## config.mk

```make
export PLATFORM = sky130hd
export DESIGN_NAME = sqrt_csel_adder
export DESIGN_NICKNAME = d
export VERILOG_FILES = /design/src/rtl/sqrt_csel_adder.sv
export SDC_FILE = /design/constraint.sdc
export NUM_CORES = 1
export LEC_CHECK = 0
export BUFFER_PORTS_ARGS = -buffer_cell sky130_fd_sc_hd__buf_2
export CORE_MARGIN = 2
export CORE_UTILIZATION = 35
export DETAILED_ROUTE_END_ITERATION = 8
export GPL_ROUTABILITY_DRIVEN = 1
export MAX_ROUTING_LAYER = met4
export PLACE_DENSITY = 0.7
export SYNTH_ARGS = -nofsm -noshare
export SYNTH_HDL_FRONTEND = slang
export SYNTH_SLANG_ARGS = --single-unit
```

## constraint.sdc

```tcl
create_clock -name vclk -period 4.6
set_input_delay 0 -clock vclk [all_inputs]
set_output_delay 0 -clock vclk [all_outputs]
set_load 0.01 [all_outputs]
```

## src/rtl/sqrt_csel_adder.sv

```systemverilog
module sqrt_csel_adder #(
  parameter int G0 = 2,
  parameter int G1 = 2,
  parameter int G2 = 3,
  parameter int G3 = 4,
  parameter int G4 = 5,
  localparam int NG = 5,
  localparam int W = G0 + G1 + G2 + G3 + G4
) (
  input  logic [W-1:0] a,
  input  logic [W-1:0] b,
  input  logic         cin,
  output logic [W-1:0] sum,
  output logic         cout
);

  function automatic int gw(input int g);
    case (g)
      0: return G0;
      1: return G1;
      2: return G2;
      3: return G3;
      default: return G4;
    endcase
  endfunction

  function automatic int goff(input int g);
    int o;
    o = 0;
    for (int i = 0; i < g; i++) o += gw(i);
    return o;
  endfunction

  logic [NG:0] gc;

  for (genvar g = 0; g < NG; g++) begin : grp
    localparam int K = gw(g);
    localparam int O = goff(g);
    logic         cgi;
    logic         co;
    logic [K-1:0] r0;
    logic [K:0]   pre;
    logic [K:0]   inc;
    logic         cr;
    logic         run;

    if (g == 0) begin : g_in
      assign cgi = cin;
    end else begin : g_in
      assign cgi = grp[g-1].co;
    end

    always_comb begin
      cr = (g == 0) ? cgi : 1'b0;
      for (int i = 0; i < K; i++) begin
        r0[i] = a[O+i] ^ b[O+i] ^ cr;
        cr    = (a[O+i] & b[O+i]) | (cr & (a[O+i] ^ b[O+i]));
      end
      pre = {cr, r0};
      run = 1'b1;
      for (int j = 0; j <= K; j++) begin
        inc[j] = pre[j] ^ run;
        run    = run & pre[j];
      end
    end

    if (g == 0) begin : g_sel
      assign {co, sum[O +: K]} = pre;
    end else begin : g_sel
      assign {co, sum[O +: K]} = cgi ? inc : pre;
    end

    assign gc[g] = cgi;
  end

  assign gc[NG] = grp[NG-1].co;
  assign cout   = gc[NG];

endmodule


```

==> summary.txt <==
Place
  • Post-Place Setup Slack: 1.66 ns
  • Routability cong.: 0.724
  • I/O Buffers: 50
  • Final HPWL DP: between 1500 and 2000 microns

Drt
  • WL final: approximately 1600 microns
  • # DRC: 0
  • Vias per Instance: ~4.6
  • Initial DRC count: 3
  • Detail Route Antenna Nets: 0
  • Via count: between 700 and 800
  • Post-DR wirelength/cell: 9.48 microns
  • DR pass1 iterations: 2

Worst setup path
  • Critical path class: in2out
  • Worst EP required: between 4 and 5 ns
  • CP Data Arrival Time: around 3 ns
  • Max FO, Critical Path: 7
  • Crit path capture type: output pin
  • Startpoint Class: input port

Power
  • Worst VDD drop: about 81 uV
  • Power consumption: 0.000199 W
  • Leak pwr: 0.646 nW
  • Pwr Density: approximately 170 mW/mm^2

Synth
  • Cell Area, Synth: 877 sq um
  • Gate Count Post-Synth: a little over 90
  • Yosys cell types: 25
  • Syn_area_per_cell: 9.64 sq um
  • Syn Nets: 150
  • Synth Warn #: 0
  • Register area share after synthesis: 0

Hold path
  • Hold crit path type: in2out
  • Worst Hold Depth: 3
  • Hold EP: sum[0]
  • HP Start: cin

Floorplan
  • # IOs: 50
  • CORE AREA: 0.00243 sq mm
  • Initial Util: 0.361
  • Die Y-Extent: 54.1 microns
  • FP Rows: 18
  • Area of the die: ~0.0029 sq mm
  • DIE WIDTH: between 50 and 60 microns

STA
  • RSZ-0062 raised after global routing: no
  • Hold Vio Cnt, Final: 0
  • Max-slew violations: 0
  • Hold Slack: 0.346 ns
  • Final Worst Setup Slack: 1.68 ns
  • Max-Slew Margin vs Limit: 0.680
  • Final cycle utilization of the critical path: 0.635
  • Worst-margin pin slew: 0.476 ns
  • Final setup vio count: 0
  • Setup TNS: 0 ns
  • Final min period: 2.92 ns
  • Peak Freq: ~340 MHz

Job
  • Max Cap Viol: 0

Cells and area
  • Finished Core Util: 0.476
  • Register area: 0 sq um
  • Clock buf count: 0
  • Seq_cells: 0
  • Filler Cell Count: 246
  • Area Growth Syn to Fin: 32.0%
  • Commonest non-fill, non-tap cell in the layout: buf_2
  • Inserted Diodes: 0
  • Most frequent cells in the layout: buf_2 (50), inv_1 (26), ha_1 (14)
  • Net total in the final layout: 201
  • Share of layout cells above drive strength 1: 0.443

Clock network
  • Hold buffers post-CTS: 0
  • Setup bufs post-CTS: 0
  • Post-cts resize count: 0

Global routing
  • Largest net degree at the start of global routing: 9
  • First-pass GRT wire length: 2670 microns
  • Vias in the first global route: 747
  • Grt ovf: 0
  • Global-route usage over all layers: 0.121
  • Initial antenna violation count: 0

Run status
  • Status: finished clean
-- layer usage --
| metal | part of all wire | up-vias | global-route usage |
|---|---|---|---|
| met5 | 0 | - | - |
| met4 | 0 | 0 | 0 |
| met3 | 0.052 | 0 | 0 |
| met2 | 0.61 | 23 | 0.270 |
| met1 | 0.34 | 369 | 0.120 |
| li1 | - | 387 | - |
-- synth_stat cells (2+ instances only) --
master    instances  share of area
a21oi_1           3          0.017
fa_1             12           0.27
ha_1             14           0.20
inv_1            26           0.11
mux2_2            4          0.051
mux2_4            4          0.068
nand2_1           3          0.013
nand3b_1          2          0.017
nor2_1            3          0.013
xnor2_1           5          0.050
-- worst max-delay path, stage by stage --
cell and delay, ns:
buf_2 0.08, ha_1 0.13, inv_1 0.04, fa_1 0.37, fa_1 0.37, inv_1 0.07, fa_1 0.16, inv_1 0.05
fa_1 0.42, inv_1 0.08, ha_1 0.26, nand2_1 0.08, nor3_1 0.13, o21ai_0 0.10, and4b_1 0.20, a311oi_1 0.20
buf_2 0.17
-- per-stage QoR --
stage	area, sq um	std cells
after global placement	1160	170
after global routing	1160	170
final	1160	170
after floorplan	877	91
after detailed placement	1160	170
after CTS	1160	170
-- how the worst max path moves through the flow --
stage | startpoint | to | slack (ns) | cells past startpoint
final | a[11] | cout | 1.68 | 17
after global routing | a[11] | cout | 1.49 | 17
after CTS | a[11] | cout | 1.64 | 17
after detailed placement | a[11] | cout | 1.66 | 17
after global placement | a[11] | cout | 1.79 | 17
after floorplan | a[11] | cout | 1.95 | 15
-- cell families (layout without fill, tap and decap cells) --
| logic type | count (synthesis) | in the layout | synth area share |
|---|---|---|---|
| buf+inv | 27 | 76 | 0.120 |
| fa+ha+maj | 26 | 26 | 0.474 |
| simple gates | 16 | 16 | 0.118 |
| mux | 9 | 9 | 0.146 |
| xor+xnor | 7 | 7 | 0.0913 |
| compound gates | 6 | 6 | 0.0514 |
-- cell type report --
type | count | area (sq um) | area share
multi-input cells | 64 | 772 | 0.667
well taps | 30 | 37.5 | 0.0324
inverters | 26 | 97.6 | 0.0843
repair buffers | 50 | 250 | 0.216
-- power by group --
part	switching, W	internal, W
clock	0	0
combinational	0.0000968	0.000102
sequential	0	0
total	0.0000968	0.000102
(Power assumes the default switching activity.)
